### src/rtl/rcore_pkg.sv
package rcore_pkg;

    localparam int XLEN   = 32;
    localparam int NREGS  = 32;
    localparam int RIDX_W = $clog2(NREGS);

    localparam logic [5:0] OPC_REG  = 6'b000000;
    localparam logic [5:0] OPC_ADDI = 6'b001000;
    localparam logic [5:0] OPC_ANDI = 6'b001100;
    localparam logic [5:0] OPC_ORI  = 6'b001101;
    localparam logic [5:0] OPC_LW   = 6'b100011;
    localparam logic [5:0] OPC_SW   = 6'b101011;
    localparam logic [5:0] OPC_BEQ  = 6'b000100;
    localparam logic [5:0] OPC_BNE  = 6'b000101;
    localparam logic [5:0] OPC_J    = 6'b000010;

    localparam logic [5:0] FN_ADD = 6'b100000;
    localparam logic [5:0] FN_SUB = 6'b100010;
    localparam logic [5:0] FN_AND = 6'b100100;
    localparam logic [5:0] FN_OR  = 6'b100101;
    localparam logic [5:0] FN_NOR = 6'b100111;
    localparam logic [5:0] FN_SLT = 6'b101010;
    localparam logic [5:0] FN_SLL = 6'b000000;
    localparam logic [5:0] FN_SRL = 6'b000010;
    localparam logic [5:0] FN_JR  = 6'b001000;

    typedef enum logic [4:0] {
        K_NOP, K_ADD, K_SUB, K_AND, K_OR, K_NOR, K_SLT, K_SLL, K_SRL, K_JR,
        K_ADDI, K_ANDI, K_ORI, K_LW, K_SW, K_BEQ, K_BNE, K_J
    } kind_e;

    typedef struct packed {
        kind_e             kind;
        logic [RIDX_W-1:0] rs;
        logic [RIDX_W-1:0] rt;
        logic [RIDX_W-1:0] wsel;
        logic [4:0]        shamt;
        logic              wen;
        logic [XLEN-1:0]   imm;
        logic [25:0]       jidx;
    } dec_t;

endpackage

### src/rtl/rcore_decode.sv
module rcore_decode
    import rcore_pkg::*;
(
    input  logic [XLEN-1:0] instr,
    output dec_t            dec
);

    logic [5:0] opc;
    logic [5:0] fn;

    assign opc = instr[31:26];
    assign fn  = instr[5:0];

    always_comb begin
        dec.kind  = K_NOP;
        dec.rs    = instr[25:21];
        dec.rt    = instr[20:16];
        dec.wsel  = instr[15:11];
        dec.shamt = instr[10:6];
        dec.wen   = 1'b0;
        dec.imm   = {{(XLEN-16){instr[15]}}, instr[15:0]};
        dec.jidx  = instr[25:0];
        unique case (opc)
            OPC_REG: begin
                dec.wen = 1'b1;
                unique case (fn)
                    FN_ADD:  dec.kind = K_ADD;
                    FN_SUB:  dec.kind = K_SUB;
                    FN_AND:  dec.kind = K_AND;
                    FN_OR:   dec.kind = K_OR;
                    FN_NOR:  dec.kind = K_NOR;
                    FN_SLT:  dec.kind = K_SLT;
                    FN_SLL:  dec.kind = K_SLL;
                    FN_SRL:  dec.kind = K_SRL;
                    FN_JR: begin
                        dec.kind = K_JR;
                        dec.wen  = 1'b0;
                    end
                    default: dec.wen = 1'b0;
                endcase
            end
            OPC_ADDI: begin
                dec.kind = K_ADDI;
                dec.wen  = 1'b1;
                dec.wsel = instr[20:16];
            end
            OPC_ANDI, OPC_ORI: begin
                dec.kind = (opc == OPC_ANDI) ? K_ANDI : K_ORI;
                dec.wen  = 1'b1;
                dec.wsel = instr[20:16];
                dec.imm  = {{(XLEN-16){1'b0}}, instr[15:0]};
            end
            OPC_LW: begin
                dec.kind = K_LW;
                dec.wen  = 1'b1;
                dec.wsel = instr[20:16];
            end
            OPC_SW:  dec.kind = K_SW;
            OPC_BEQ: dec.kind = K_BEQ;
            OPC_BNE: dec.kind = K_BNE;
            OPC_J:   dec.kind = K_J;
            default: dec.kind = K_NOP;
        endcase
    end

endmodule

### src/rtl/rcore_regs.sv
module rcore_regs #(
    parameter int DW    = 32,
    parameter int DEPTH = 32
) (
    input  logic                     clk,
    input  logic                     rst_n,
    input  logic [$clog2(DEPTH)-1:0] ra_idx,
    output logic [DW-1:0]            ra_data,
    input  logic [$clog2(DEPTH)-1:0] rb_idx,
    output logic [DW-1:0]            rb_data,
    input  logic                     we,
    input  logic [$clog2(DEPTH)-1:0] w_idx,
    input  logic [DW-1:0]            w_data
);

    localparam int AW = $clog2(DEPTH);

    logic [DEPTH-1:0][DW-1:0] bank;

    always_ff @(posedge clk or negedge rst_n) begin
        if (!rst_n) begin
            bank <= '0;
        end else if (we && (w_idx != AW'(0))) begin
            bank[w_idx] <= w_data;
        end
    end

    assign ra_data = (ra_idx == AW'(0)) ? '0 : bank[ra_idx];
    assign rb_data = (rb_idx == AW'(0)) ? '0 : bank[rb_idx];

endmodule

### src/rtl/rcore_alu.sv
module rcore_alu
    import rcore_pkg::*;
#(
    parameter int W = 32
) (
    input  kind_e        kind,
    input  logic [W-1:0] a,
    input  logic [W-1:0] b,
    input  logic [W-1:0] imm,
    input  logic [4:0]   shamt,
    output logic [W-1:0] y
);

    logic [W-1:0] rhs;

    always_comb begin
        rhs = (kind inside {K_ADDI, K_ANDI, K_ORI, K_LW, K_SW}) ? imm : b;
        unique case (kind)
            K_ADD, K_ADDI, K_LW, K_SW: y = a + rhs;
            K_SUB:                     y = a - rhs;
            K_AND, K_ANDI:             y = a & rhs;
            K_OR, K_ORI:               y = a | rhs;
            K_NOR:                     y = ~(a | rhs);
            K_SLT:                     y = {{(W-1){1'b0}}, ($signed(a) < $signed(rhs))};
            K_SLL:                     y = b << shamt;
            K_SRL:                     y = b >> shamt;
            default:                   y = '0;
        endcase
    end

endmodule

### src/rtl/rcore_nextpc.sv
module rcore_nextpc
    import rcore_pkg::*;
(
    input  kind_e           kind,
    input  logic [XLEN-1:0] pc,
    input  logic [XLEN-1:0] rs_val,
    input  logic [XLEN-1:0] rt_val,
    input  logic [XLEN-1:0] imm,
    input  logic [25:0]     jidx,
    output logic [XLEN-1:0] npc
);

    logic [XLEN-1:0] pc_inc;
    logic [XLEN-1:0] br_tgt;
    logic            same;

    assign pc_inc = pc + XLEN'(4);
    assign br_tgt = pc_inc + (imm << 2);
    assign same   = (rs_val == rt_val);

    always_comb begin
        unique case (kind)
            K_BEQ:   npc = same ? br_tgt : pc_inc;
            K_BNE:   npc = same ? pc_inc : br_tgt;
            K_J:     npc = {pc_inc[XLEN-1:XLEN-4], jidx, 2'b00};
            K_JR:    npc = rs_val;
            default: npc = pc_inc;
        endcase
    end

endmodule

### src/rtl/rcore_top.sv
module rcore_top
    import rcore_pkg::*;
(
    input  logic        clk,
    input  logic        rst_n,
    output logic [31:0] imem_addr,
    input  logic [31:0] imem_data,
    output logic [31:0] dmem_addr,
    output logic [31:0] dmem_wdata,
    output logic        dmem_we,
    input  logic [31:0] dmem_rdata
);

    logic [XLEN-1:0] pc_q;
    logic [XLEN-1:0] pc_d;
    dec_t            dec;
    logic [XLEN-1:0] rs_val;
    logic [XLEN-1:0] rt_val;
    logic [XLEN-1:0] alu_y;
    logic [XLEN-1:0] wb_data;

    rcore_decode u_dec (
        .instr (imem_data),
        .dec   (dec)
    );

    rcore_regs #(.DW(XLEN), .DEPTH(NREGS)) u_regs (
        .clk     (clk),
        .rst_n   (rst_n),
        .ra_idx  (dec.rs),
        .ra_data (rs_val),
        .rb_idx  (dec.rt),
        .rb_data (rt_val),
        .we      (dec.wen),
        .w_idx   (dec.wsel),
        .w_data  (wb_data)
    );

    rcore_alu #(.W(XLEN)) u_alu (
        .kind  (dec.kind),
        .a     (rs_val),
        .b     (rt_val),
        .imm   (dec.imm),
        .shamt (dec.shamt),
        .y     (alu_y)
    );

    rcore_nextpc u_npc (
        .kind   (dec.kind),
        .pc     (pc_q),
        .rs_val (rs_val),
        .rt_val (rt_val),
        .imm    (dec.imm),
        .jidx   (dec.jidx),
        .npc    (pc_d)
    );

    always_ff @(posedge clk or negedge rst_n) begin
        if (!rst_n) pc_q <= '0;
        else        pc_q <= pc_d;
    end

    assign wb_data    = (dec.kind == K_LW) ? dmem_rdata : alu_y;
    assign imem_addr  = pc_q;
    assign dmem_addr  = alu_y;
    assign dmem_wdata = rt_val;
    assign dmem_we    = rst_n && (dec.kind == K_SW);

    AST_PC_SEQUENTIAL: assert property (@(posedge clk) disable iff (!rst_n)
        !(dec.kind inside {K_BEQ, K_BNE, K_J, K_JR}) |=> imem_addr == $past(imem_addr) + 32'd4);

    AST_STORE_ONLY_SW: assert property (@(posedge clk) disable iff (!rst_n)
        dmem_we |-> (imem_data[31:26] == OPC_SW));

    AST_NOP_QUIET: assert property (@(posedge clk) disable iff (!rst_n)
        (dec.kind == K_NOP) |-> (!dec.wen && !dmem_we));

    AST_SLT_EQUAL_ZERO: assert property (@(posedge clk) disable iff (!rst_n)
        (dec.kind == K_SLT && rs_val == rt_val) |-> (alu_y == '0));

    AST_BEQ_TAKEN: assert property (@(posedge clk) disable iff (!rst_n)
        (dec.kind == K_BEQ && rs_val == rt_val)
        |=> imem_addr == $past(imem_addr) + 32'd4 + ($past(dec.imm) << 2));

endmodule

### config.mk
export PLATFORM = sky130hd
export DESIGN_NAME = rcore_top
export DESIGN_NICKNAME = d
export VERILOG_FILES = /design/src/rtl/rcore_pkg.sv /design/src/rtl/rcore_decode.sv /design/src/rtl/rcore_regs.sv /design/src/rtl/rcore_alu.sv /design/src/rtl/rcore_nextpc.sv /design/src/rtl/rcore_top.sv
export SDC_FILE = /design/constraint.sdc
export NUM_CORES = 2
export LEC_CHECK = 0
export CAP_MARGIN = 20
export CORE_MARGIN = 4
export CORE_UTILIZATION = 29
export DETAILED_ROUTE_END_ITERATION = 8
export PLACE_DENSITY = 0.44
export SETUP_SLACK_MARGIN = 0.3
export SKIP_LAST_GASP = 1
export SYNTH_ARGS = -nofsm -noshare
export SYNTH_HDL_FRONTEND = slang
export SYNTH_SLANG_ARGS = --single-unit
### constraint.sdc
create_clock -name clk -period 19.1 [get_ports clk]
set_input_delay 3.82 -clock clk [delete_from_list [all_inputs] [get_ports clk]]
set_output_delay 3.82 -clock clk [all_outputs]
set_load 0.1 [all_outputs]
==> summary.txt <==
Die Y = 490 µm
Crit-path cells = clkdlybuf4s50_1 -> or4_1 -> or3_1 -> o22a_1 -> nor3_2 -> and2_1 -> a211o_1 -> nand2_1 -> o21ai_0 -> ha_1 -> nand4_1 -> nor2_1 -> nand3_1 -> o21ai_0 -> o21ai_0 -> a2111oi_0 -> o21ai_0 -> and4_1 -> nor4_1 -> nand2_1 -> clkdlybuf4s50_1
Ys flop type = dfrtp_1
TritonRoute pass-1 iters = 6
EDFF count, synth = 0
DR vias/cell = 5.89
Setup Viol. Count Final = 0
Num CTS Buffers = 120
CTS sink count = 1056
Share of power burned in registers = 36.6%
Initial antenna violation count = 14
Worst path max stage delay = 1.01 ns
Sequential cell area = 26400 µm²
Power Density = 85.5 nW/µm²
Number of post-CTS setup repair buffers = 0
CP arrival = 12.91 ns
Total wire length = 323 mm
Fin Setup TNS = 0 ns
Vias in the first global route = 55.6k
CTS root buffer = clkbuf_16
Hold Path Class = register to register
Max_cap viols = 0
Remaining global-route overflow = 0
Post-layout minimum cycle time = 16.73 ns
Post-synth cell types = 109
Antenna-violating nets left = 0
Final Worst Setup Slack = 2.37 ns
Largest net degree at the start of global routing = 157
Clock Power Share = 38.2%
GRT Resource Usage Total = 26.2%
Via Count = 55.5k
Most frequent cells in the layout = 1056 x dfrtp_1, 914 x nand2_1, 683 x o21ai_0, 449 x mux4_2, 335 x mux2_2
Top-area cell type share of the netlist area = 39.2%
Fin area = 76500 µm²
HPWL after DPL = 216 mm
CP Launch Point = imem_data[26]
Setup CP Type = primary input to output port
Cell internal pwr = 4.25 mW
Site Rows = 176
Combinational Power Share = 25.2%
Tot Pwr = 6.54 mW
Initial cell density of the core = 29.2%
CP most frequent cell = o21ai_0
Fin cells = 9430
Io pins = 163
H-tree levels = 3
Post-CTS Hold Fix Bufs = 0
Latest clock arrival within the worst-skew pair = 0.80 ns
CTS tree = built
Most common cell after layout, fill and taps aside = dfrtp_1
Placer Congestion = 0.994
Worst-path maximum fanout = 25
CTS resizes = 0
Crit end category = output port
Crit path launch type = primary input
Post-synthesis cell area = 67400 µm²
Fillers = 23.3k
Count of input and output buffers = 162
Max stage delay cell, worst path = clkdlybuf4s50_1
Seq/Total Area, Yosys = 39.2%
Worst VDD drop = 0.0000701 V
Reg-to-reg startpoint = u_regs.bank[1005]
Area contributors post-synth = dfrtp_1 39%, mux4_2 15%, mux2_2 5.6%
Switching Power = 2.29 mW
Net Sw Frac = 35.0%
Slew Limit Headroom = 13.2%
Clock Skew = 0.0963 ns
Wirelength per Cell = 34.3 µm
Async S/R FF share, synth = 100%
DP Cell Count = 9194
Crit path required time = 15.28 ns
Final slew viol count = 0
FF+latch count, synth = 1056
Dpl ws = 2.63 ns
RSZ-0062 raised after global routing = no
F_max = 0.0598 GHz
DRC = 0
Ys Warns = 0
Area growth syn-to-layout = 13.5%
Clk buf depth = 3
Outcome = completed
Lkg Pwr = 32.6 nW
Tcrit/Tclk final = 87.6%
Tightest Pin Transition = 1.30 ns
Die area = 240000 µm²
Reg clk slew, reported paths = 0.06 ns
Core area = 231000 µm²
Synthesized Nets = 6641
DR iter-0 viols = 5491
Area of the multi-input gates = 37900 µm²
Final Hold Viols = 0
Die width = 490 µm
Share of layout cells above drive strength 1 = 21.3%
Post-Synthesis Cells = 6434
Avg Cell Area, Syn = 10.5 µm²
Area leader, netlist = dfrtp_1
First-pass GRT wire length = 453 mm
Layout Nets = 6504
Area after DPL = 72100 µm²
Hold path startpoint = u_regs.bank[31]
power by group through the flow:
stage,Combinational (mW),Clock (mW),Sequential (mW)
final,1.65,2.50,2.39
after global routing,1.74,2.64,2.40
after CTS,1.63,2.55,2.39
after detailed placement,1.63,0,2.43
after global placement,1.63,0,2.43
after floorplan,0.888,0,2.58
cell type report:
class / count / area share (%)
flip-flops and latches: 1056 / 34.6
inverters: 167 / 0.820
diodes: 4 / 0.0131
clock buffers: 177 / 4.71
well taps: 3026 / 4.95
clock inverters: 48 / 0.859
multi-input cells: 4568 / 49.6
repair buffers: 384 / 4.49
path summary, 6_finish.rpt:
path,slack (ns),cells past startpoint,endpoint
max,2.37,21,dmem_addr[30]
min,0.39,0,u_regs.bank[31]
max reg2reg,11.71,17,u_regs.bank[635]
min reg2reg,0.39,0,u_regs.bank[31]
max in group asynchronous,12.82,5,u_regs.bank[854]
min in group asynchronous,2.93,1,imem_addr[2]
flip-flops by register name, indices dropped and copies added (netlist names):
register and flops:
imem_addr 32, u_regs.bank 1024
cell usage after synthesis (26+ instances only):
library cell and count:
o22ai_1 76, a31oi_1 46, buf_4 61, a21oi_1 121, a21o_1 43, o31ai_1 116, xor2_1 32, mux2_2 335
nor4_1 35, nand2b_1 31, nor3_1 35, a211oi_1 35, o21ai_0 684, o22a_1 36, xnor2_1 69, nand3_1 119
nor2_1 234, nand4_1 42, a2111o_1 29, ha_1 138, a221o_1 34, clkbuf_1 431, buf_2 86, mux2i_1 301
buf_6 26, dfrtp_1 1056, inv_1 163, buf_1 34, nand2_1 919, mux4_2 449, o221ai_1 28, a221oi_1 27
a22o_1 55, a22oi_1 105, o21ai_1 69
metrics by stage:
stage | hold slack [ns] | utilization (%)
global route | 0.409 | 33.2
detailed placement | 0.384 | 31.3
CTS | 0.398 | 33.1
finish | 0.395 | 33.2
global placement | 0.378 | 31.3
floorplan | 0.439 | -
kinds of logic (layout without fill, tap and decap cells):
group	after synthesis	in the layout	synth area share, %
AO/OA/AOI/OAI	1689	1689	16.3
flip-flops	1056	1056	39.2
adder cells (fa/ha/maj)	141	141	2.65
buffers and inverters	810	776	5.37
AND/OR/NAND/NOR	1546	1546	9.97
XOR/XNOR	101	101	1.31
other	0	4	0
multiplexers	1091	1091	25.2
critical path, delay by kind of cell:
family                   cells  cell delay (ns)
AO/OA/AOI/OAI                7             3.01
adder cells (fa/ha/maj)      1             0.44
buffers and inverters        2             1.61
AND/OR/NAND/NOR             11             3.99
routing by layer:
metal | up-vias | GRT usage (%) | share of wire [%]
met3 | 584 | 4.23 | 6.5
met4 | 6 | 12.8 | 5.6
met1 | 29000 | 35.4 | 43
met5 | - | 0 | 0.011
met2 | 2270 | 41.0 | 45
li1 | 23700 | - | -
No activity file was read; power rests on OpenSTA's default activity.
